`src/rtl/regblk_seq.sv`:
```
module regblk_seq #(
  parameter int DW = 32,
  parameter int LW = 8,
  parameter int IW = 4,
  parameter int SP_IDX = 13,
  parameter int LR_IDX = 14,
  parameter int PC_IDX = 15,
  localparam int LIW = $clog2(LW)
) (
  input  logic           clk,
  input  logic           rst_n,
  input  logic           start,
  input  logic [1:0]     op,
  input  logic [LW-1:0]  rlist,
  input  logic           xtra,
  input  logic [LIW-1:0] base_idx,
  input  logic [DW-1:0]  base_val,
  input  logic [DW-1:0]  sp_val,
  output logic           mem_req,
  output logic           mem_we,
  output logic [DW-1:0]  mem_addr,
  output logic [DW-1:0]  mem_wdata,
  input  logic           mem_ack,
  input  logic [DW-1:0]  mem_rdata,
  output logic [IW-1:0]  rf_rd_idx,
  input  logic [DW-1:0]  rf_rd_data,
  output logic           rf_we,
  output logic [IW-1:0]  rf_wr_idx,
  output logic [DW-1:0]  rf_wr_data,
  output logic           busy,
  output logic           done
);
  localparam int STEP = DW / 8;
  localparam int SSH = $clog2(STEP);
  localparam int CW = $clog2(LW + 2);
  localparam logic [1:0] OP_PUSH = 2'd0, OP_POP = 2'd1, OP_LDM = 2'd3;

  typedef enum logic [1:0] {S_IDLE, S_XFER, S_WB} st_t;
  st_t st;

  logic [1:0]     op_q;
  logic [LW-1:0]  pend;
  logic           xp, wb_q;
  logic [LIW-1:0] bidx_q;
  logic [DW-1:0]  addr_q, fin_q;

  logic [CW-1:0]  cnt;
  logic [DW-1:0]  span, sa, fin_n;
  logic [LIW-1:0] low;

  always_comb begin
    cnt = CW'(xtra && !op[1]);
    for (int i = 0; i < LW; i++) cnt = cnt + CW'(rlist[i]);
  end

  assign span = DW'(cnt) << SSH;

  always_comb begin
    case (op)
      OP_PUSH: begin sa = sp_val - span; fin_n = sp_val - span; end
      OP_POP:  begin sa = sp_val;        fin_n = sp_val + span; end
      default: begin sa = base_val;      fin_n = base_val + span; end
    endcase
  end

  always_comb begin
    low = '0;
    for (int i = LW - 1; i >= 0; i--) if (pend[i]) low = LIW'(i);
  end

  wire            empty   = (cnt == '0);
  wire            have    = |pend;
  wire [LW-1:0]   pend_n  = pend & ~(LW'(1) << low);
  wire            last    = have ? (pend_n == '0 && !xp) : 1'b1;
  wire            pc_slot = !have && (op_q == OP_POP);
  wire [IW-1:0]   cur_idx = have ? IW'(low) : ((op_q == OP_PUSH) ? IW'(LR_IDX) : IW'(PC_IDX));

  assign busy       = (st != S_IDLE);
  assign done       = (st == S_WB);
  assign mem_req    = (st == S_XFER);
  assign mem_we     = mem_req && !op_q[0];
  assign mem_addr   = addr_q;
  assign rf_rd_idx  = cur_idx;
  assign mem_wdata  = rf_rd_data;
  assign rf_we      = (mem_req && mem_ack && op_q[0]) || (done && wb_q);
  assign rf_wr_idx  = done ? (op_q[1] ? IW'(bidx_q) : IW'(SP_IDX)) : cur_idx;
  assign rf_wr_data = done ? fin_q : (pc_slot ? {mem_rdata[DW-1:1], 1'b0} : mem_rdata);

  always_ff @(posedge clk or negedge rst_n) begin
    if (!rst_n) begin
      st     <= S_IDLE;
      op_q   <= '0;
      pend   <= '0;
      xp     <= 1'b0;
      wb_q   <= 1'b0;
      bidx_q <= '0;
      addr_q <= '0;
      fin_q  <= '0;
    end else begin
      case (st)
        S_IDLE: if (start) begin
          op_q   <= op;
          pend   <= rlist;
          xp     <= xtra && !op[1];
          bidx_q <= base_idx;
          addr_q <= sa;
          fin_q  <= fin_n;
          wb_q   <= !empty && !(op == OP_LDM && rlist[base_idx]);
          st     <= empty ? S_WB : S_XFER;
        end
        S_XFER: if (mem_ack) begin
          if (have) pend <= pend_n;
          else      xp   <= 1'b0;
          addr_q <= addr_q + DW'(STEP);
          if (last) st <= S_WB;
        end
        default: st <= S_IDLE;
      endcase
    end
  end
endmodule

```
`config.mk`:
```
export PLATFORM = sky130hd
export DESIGN_NAME = regblk_seq
export DESIGN_NICKNAME = d
export VERILOG_FILES = /design/src/rtl/regblk_seq.sv
export SDC_FILE = /design/constraint.sdc
export NUM_CORES = 1
export LEC_CHECK = 0
export ABC_AREA = 0
export BUFFER_PORTS_ARGS = -buffer_cell sky130_fd_sc_hd__buf_2
export CAP_MARGIN = 20
export CORE_UTILIZATION = 50
export CTS_BUF_LIST = sky130_fd_sc_hd__clkbuf_16
export DETAILED_ROUTE_END_ITERATION = 10
export GPL_ROUTABILITY_DRIVEN = 0
export HOLD_SLACK_MARGIN = 0.06
export PLACE_DENSITY = 0.83
export SYNTH_ARGS = -nofsm -noshare
export SYNTH_HDL_FRONTEND = slang
export SYNTH_SLANG_ARGS = --single-unit
```
`constraint.sdc`:
```
create_clock -name clk -period 6 [get_ports clk]
set_clock_uncertainty 0.15 [all_clocks]
set_input_delay 0.3 -clock clk [delete_from_list [all_inputs] [get_ports clk]]
set_output_delay 0.3 -clock clk [all_outputs]
set_load 0.005 [all_outputs]
```
# ---- Yosys cells after proc, flatten, opt, wreduce, memory -nomap -nowiden
# Index checks and enable logic that the tools add are counted.
dict set report op_classes {
  eq_ne 10
  order_cmp 1
  n_reduce_logical 29
  bitwise 2
  shift 1
  muxes 35
  n_addsub 12
}
# op count
set op_table {}
lappend op_table {{case mux 32 bit (2 select lines)} 3}
lappend op_table {{2-to-1 mux 32 bit} 3}
lappend op_table {{adder 32 x 6 -> 32 bit} 2}
lappend op_table {{adder 32 x 3 -> 32 bit (second input constant)} 1}
lappend op_table {{subtractor 32 x 6 -> 32 bit} 1}
lappend op_table {{2-to-1 mux 3 bit} 8}
lappend op_table {{2-to-1 mux 8 bit} 3}
lappend op_table {{adder 4 x 1 -> 4 bit} 5}
lappend op_table {{case mux 8 bit (2 select lines)} 1}
lappend op_table {{2-to-1 mux 4 bit} 3}
lappend op_table {{logical AND 1 bit} 9}
lappend op_table {{bitwise AND 8 bit} 1}
lappend op_table {{logical NOT 8 bit} 1}
lappend op_table {{2-to-1 mux 2 bit} 4}
lappend op_table {{NOT 8 bit} 1}
lappend op_table {{AND reduction 4 bit} 2}
lappend op_table {{OR reduction 8 bit} 1}
lappend op_table {{left shift 1 x 3 -> 8 bit (first input constant)} 1}
lappend op_table {{2-to-1 mux 1 bit} 7}
lappend op_table {{== test 2 x 1 -> 1 bit (second input constant)} 3}
lappend op_table {{logical NOT 1 bit} 6}
lappend op_table {{logical NOT 2 bit} 3}
lappend op_table {{inequality test 2 x 1 -> 1 bit (second input constant)} 3}
lappend op_table {{AND reduction 3 bit} 2}
lappend op_table {{13 further kinds} 16}
dict set report totals {
  reg_bits 81
  out_inout_bits 109
  elab_cells 98
}

# ---- Logic depth before layout (Yosys ltp)
dict set report depth {
  ltp_word 17
  ltp_mapped 19
  mapped_depth_nobuf 16
}

# ---- Worst setup path before layout
# OpenSTA, ideal clock, no wires.
dict set report synth_path {
  path_type {input-to-reg}
  from {input port rlist[0]}
  to {register addr_q[20] (netlist: mem_addr[20])}
  path_slack_ns 0.841
  setup_time_ns 0.126
  cell_stages 17
  arrival_ns 4.883
  path_buffers 2
  path_cell_list {inv_1 -> fa_1 -> fa_1 -> fa_1 -> fa_1 -> fa_1 -> inv_1 -> fa_1 -> and3b_1 -> a311o_1 -> clkbuf_1 -> or2_2 -> clkbuf_1 -> nor2_1 -> xnor2_1 -> o21ai_0 -> a221o_1}
}
dict set report synth_between {
  elab_chain_len 12
}
# item line
set synth_lines {}
lappend synth_lines {{start, declared} 14} ;# input logic [LW-1:0] rlist,
lappend synth_lines {{adder 1 x 1 -> 2 bit} 53} ;# for (int i = 0; i < LW; i++) cnt = cnt + CW'(rlist[i]);
lappend synth_lines {{adder 2 x 1 -> 3 bit} 53}
lappend synth_lines {{adder 3 x 1 -> 4 bit} 53}
lappend synth_lines {{adder 4 x 1 -> 4 bit (5 in a row)} 53}
lappend synth_lines {{subtractor 32 x 6 -> 32 bit} 60} ;# OP_PUSH: begin sa = sp_val - span; fin_n = sp_val - span; end
lappend synth_lines {{case mux 32 bit (2 select lines)} 59} ;# case (op)
lappend synth_lines {{2-to-1 mux 32 bit} 101} ;# S_IDLE: if (start) begin
lappend synth_lines {{case mux 32 bit (2 select lines)} 100} ;# case (st)
lappend synth_lines {{end signal, assigned} 114} ;# addr_q <= addr_q + DW'(STEP);
lappend synth_lines {{end, declared} 45} ;# logic [DW-1:0] addr_q, fin_q;
# No other way between the ends. The select of a mux whose other input is x is not followed.
# A chain may end at the register's enable or synchronous reset.

# ---- Worst setup path in the final report
dict set report layout_path {
  from {input port rlist[1]}
  to {register addr_q[20] (netlist: mem_addr[20])}
}
dict set report layout_between {
  elab_chain_len 11
}
# item line
set layout_lines {}
lappend layout_lines {{adder 2 x 1 -> 3 bit} 53}
lappend layout_lines {{adder 3 x 1 -> 4 bit} 53}
lappend layout_lines {{adder 4 x 1 -> 4 bit (5 in a row)} 53}
lappend layout_lines {{subtractor 32 x 6 -> 32 bit} 60}
lappend layout_lines {{case mux 32 bit (2 select lines)} 59}
lappend layout_lines {{2-to-1 mux 32 bit} 101}
lappend layout_lines {{case mux 32 bit (2 select lines)} 100}
# No other way between the ends. The select of a mux whose other input is x is not followed.

==> summary.md <==
| Metric | Value |
|---|---|
| RSZ-0062 raised after global routing | `no` |
| Die area | `0.0159 mm^2` |
| FFs w/ async S/R, synth | `1.00` |
| Hold Path Class | `input port to flop` |
| CP Max Fanout | `11` |
| Layout cells sized above 1 | `0.222` |
| Final routed DRC violation total | `0` |
| Core Util, Final | `0.591` |
| WL per Instance | `19.8 um` |
| Skew-Pair Late Insertion Delay | `0.35 ns` |
| DRT met1 WL | `between 10,000 and 15,000 um` |
| Pint | `between 1.5 and 2 mW` |
| Lkg Pwr | `3.98 nW` |
| Initial core utilization | `0.521` |
| Hold slack | `0.0728 ns` |
| #FFs+latches synth | `81` |
| Initial antenna violation count | `0` |
| Pre-CTS setup slack | `0.494 ns` |
| TritonRoute pass-1 iters | `6` |
| Least-Margin Pin Slew | `1.02 ns` |
| Number of synthesized flops with an enable pin | `0` |
| Power Density | `between 400 and 500 mW/mm^2` |
| Sum of negative setup slack | `0 ns` |
| H-tree levels | `3` |
| Root buffer cell | `clkbuf_16` |
| Die Y | `126 um` |
| Area of the core | `between 0.01 and 0.015 mm^2` |
| Die width | `~130 um` |
| Outcome | `complete, no violations` |
| CP arrival | `5.86 ns` |
| CTS tree | `done` |
| Max cap viols | `0` |
| IO Count | `roughly 260` |
| Clk slew on worst S/H paths | `0.07 ns` |
| Seq/Total Area, Yosys | `0.264` |
| Num rows | `44` |
| Max VDD drop | `a little under 0.0002 V` |
| Cell count after synthesis | `~1,000` |
| Iteration-0 DRC Markers | `1,026` |
| Most frequent cells in the layout | `nand2_1, buf_2, nor2_1, dfrtp_1, o21ai_0` |
| Gate power share | `0.555` |
| Nets@finish | `between 1,000 and 1,500` |
| Headroom to the max-slew limit | `0.313` |
| Met3 Routed Length | `3160 um` |
| Setup CP Type | `input port to flop` |
| Number of I/O port buffers | `between 150 and 200` |
| Clock tree sinks | `81` |
| Sw Share | `0.478` |
| CTS Buf Count | `9` |
| CP Launch Type | `input port` |
| Top FF cell, synth | `dfrtp_1` |
| Clock tree buffer depth | `2` |
| Grt ovf | `0` |
| Total GRT Usage | `0.331` |
| Antenna fix cells | `0` |
| Synthesized area | `just under 0.008 mm^2` |
| Vias in the first global route | `8,023` |
| Slew Viols, Final | `0` |
| Syn_nets | `1,182` |
| Crit. End Element | `flop` |
| Clk pwr share | `0.142` |
| Endpoints failing setup | `0` |
| Post-synth cell types | `73` |
| Largest net degree at the start of global routing | `82` |
| Fill cell count | `1,348` |
| Detailed Place HPWL | `between 15,000 and 20,000 um` |
| Syn Area/Cell | `7.54 um^2` |
| Hold Vio Cnt, Final | `0` |
| PostCTS Resize Cnt | `0` |
| Global-route wire length before repair | `41,100 um` |
| Sw Pwr | `1.73 mW` |
| Vias | `8,445` |
| P&R area growth vs syn | `13.4%` |
| WL met2 | `12,000 um` |
| Number of synthesis warnings | `0` |
| Final WS setup | `0.228 ns` |
| Highest clock rate | `173 MHz` |
| Fin crit period | `between 5 and 6 ns` |
| Tcrit/Tclk final | `0.962` |
| Required @ worst endpoint | `between 6 and 7 ns` |
| Uppermost layer routed | `met4` |
| Antenna Nets Post-Route | `0` |
| Via/cell ratio | `6.35` |
| Most common cell after layout, fill and taps aside | `nand2_1` |
| Detailed-route wire length | `between 20,000 and 30,000 um` |
| Sequential share of power | `0.304` |
Yosys cell counts (7+ instances only):
library cell | number | share of area
nand2b_1 | 8 | 0.0065
o21a_1 | 8 | 0.0078
nand2_1 | 198 | 0.097
inv_1 | 26 | 0.013
buf_4 | 35 | 0.034
fa_1 | 7 | 0.018
a21oi_1 | 42 | 0.027
clkbuf_1 | 50 | 0.024
a31oi_1 | 13 | 0.011
xnor2_1 | 40 | 0.046
nand3_1 | 22 | 0.014
dfrtp_1 | 81 | 0.26
xor2_1 | 31 | 0.035
a211oi_1 | 8 | 0.0078
nand4_1 | 14 | 0.011
and3_1 | 13 | 0.011
a221oi_1 | 7 | 0.0080
a22oi_1 | 16 | 0.016
o22ai_1 | 7 | 0.0057
nor3_1 | 28 | 0.018
o211ai_1 | 8 | 0.0078
or2_2 | 8 | 0.0065
o31ai_1 | 7 | 0.0068
mux2i_1 | 33 | 0.043
o21ai_0 | 78 | 0.051
nor4_1 | 15 | 0.012
o221ai_1 | 12 | 0.014
nor2_1 | 86 | 0.042
nor2b_1 | 10 | 0.0081
ha_1 | 9 | 0.015
cells by family (layout without fill, tap and decap cells):
| family | count (synthesis) | after routing | synth area share |
|---|---|---|---|
| DFF | 81 | 81 | 0.264 |
| AOI/OAI and AO/OA | 238 | 238 | 0.199 |
| muxes | 41 | 41 | 0.0576 |
| adders and majority gates | 17 | 17 | 0.0342 |
| buffers and inverters | 130 | 255 | 0.0926 |
| and+or+nand+nor | 442 | 442 | 0.272 |
| xor gates and xnor gates | 71 | 71 | 0.0809 |
layer usage:
metal / track usage / up-vias
met3: 0.0756 / 95
met2: 0.523 / 603
met1: 0.425 / 3921
li1: - / 3826
met4: 0.164 / 0
met5: 0 / -
final timing paths:
check                             from      endpoint  slack, ns  depth (start not counted)
setup / recovery              rlist[1]  mem_addr[20]       0.23                         17
hold / removal                rlist[2]       pend[2]       0.07                          2
setup reg to reg           mem_addr[2]  mem_addr[26]       3.04                          8
hold reg to reg            mem_addr[1]   mem_addr[1]       0.33                          1
max in group asynchronous        rst_n     fin_q[26]       4.78                          3
min in group asynchronous        rst_n       pend[1]       0.27                          2
power groups by stage:
stage | registers [mW] | logic, mW | clock network [mW]
after floorplan | 1.03 | 1.32 | 0
after CTS | 1.09 | 1.98 | 0.517
final | 1.10 | 2.02 | 0.514
after global placement | 1.09 | 1.91 | 0
after global routing | 1.14 | 2.21 | 0.533
after detailed placement | 1.10 | 1.96 | 0
metrics by stage:
step	cells	power [mW]	area (um^2)
floorplan	1020	2.35	7690
global placement	1308	3.00	8390
detailed placement	1308	3.06	8390
CTS	1328	3.59	8690
global route	1329	3.88	8710
finish	1329	3.63	8710
state kept, by name (all words and copies together) (netlist names):
name and count:
bidx_q 3, fin_q 32, mem_addr 32, op_q 2, pend 8, st 2
wb_q 1, xp 1
what timing repair did:
| action | CTS | global route |
|---|---|---|
| endpoints found under the hold margin | 19 | 0 |
| hold buffers | 4 | 0 |
| buffers inserted | 0 | 0 |
area by class of cell:
type                    count  area, um^2  area share
clock buffers               9         225      0.0258
clock inverters             7        30.0     0.00345
inverters                  27         101      0.0116
multi-input cells         809        4950       0.568
flip-flops and latches     81        2030       0.233
well taps                 184         230      0.0264
repair buffers            212        1150       0.132
critical path, stage by stage:
cell and delay, ns:
dlygate4sd3_1 0.55, buf_2 0.13, inv_1 0.05, fa_1 0.47, fa_1 0.54, fa_1 0.43, fa_1 0.43, fa_1 0.56
inv_1 0.11, fa_1 0.48, and3b_1 0.27, a311o_1 0.46, or2_2 0.37, nor2_1 0.08, xnor2_1 0.15, o21ai_0 0.10
a221o_1 0.36
(Power assumes the default switching activity.)
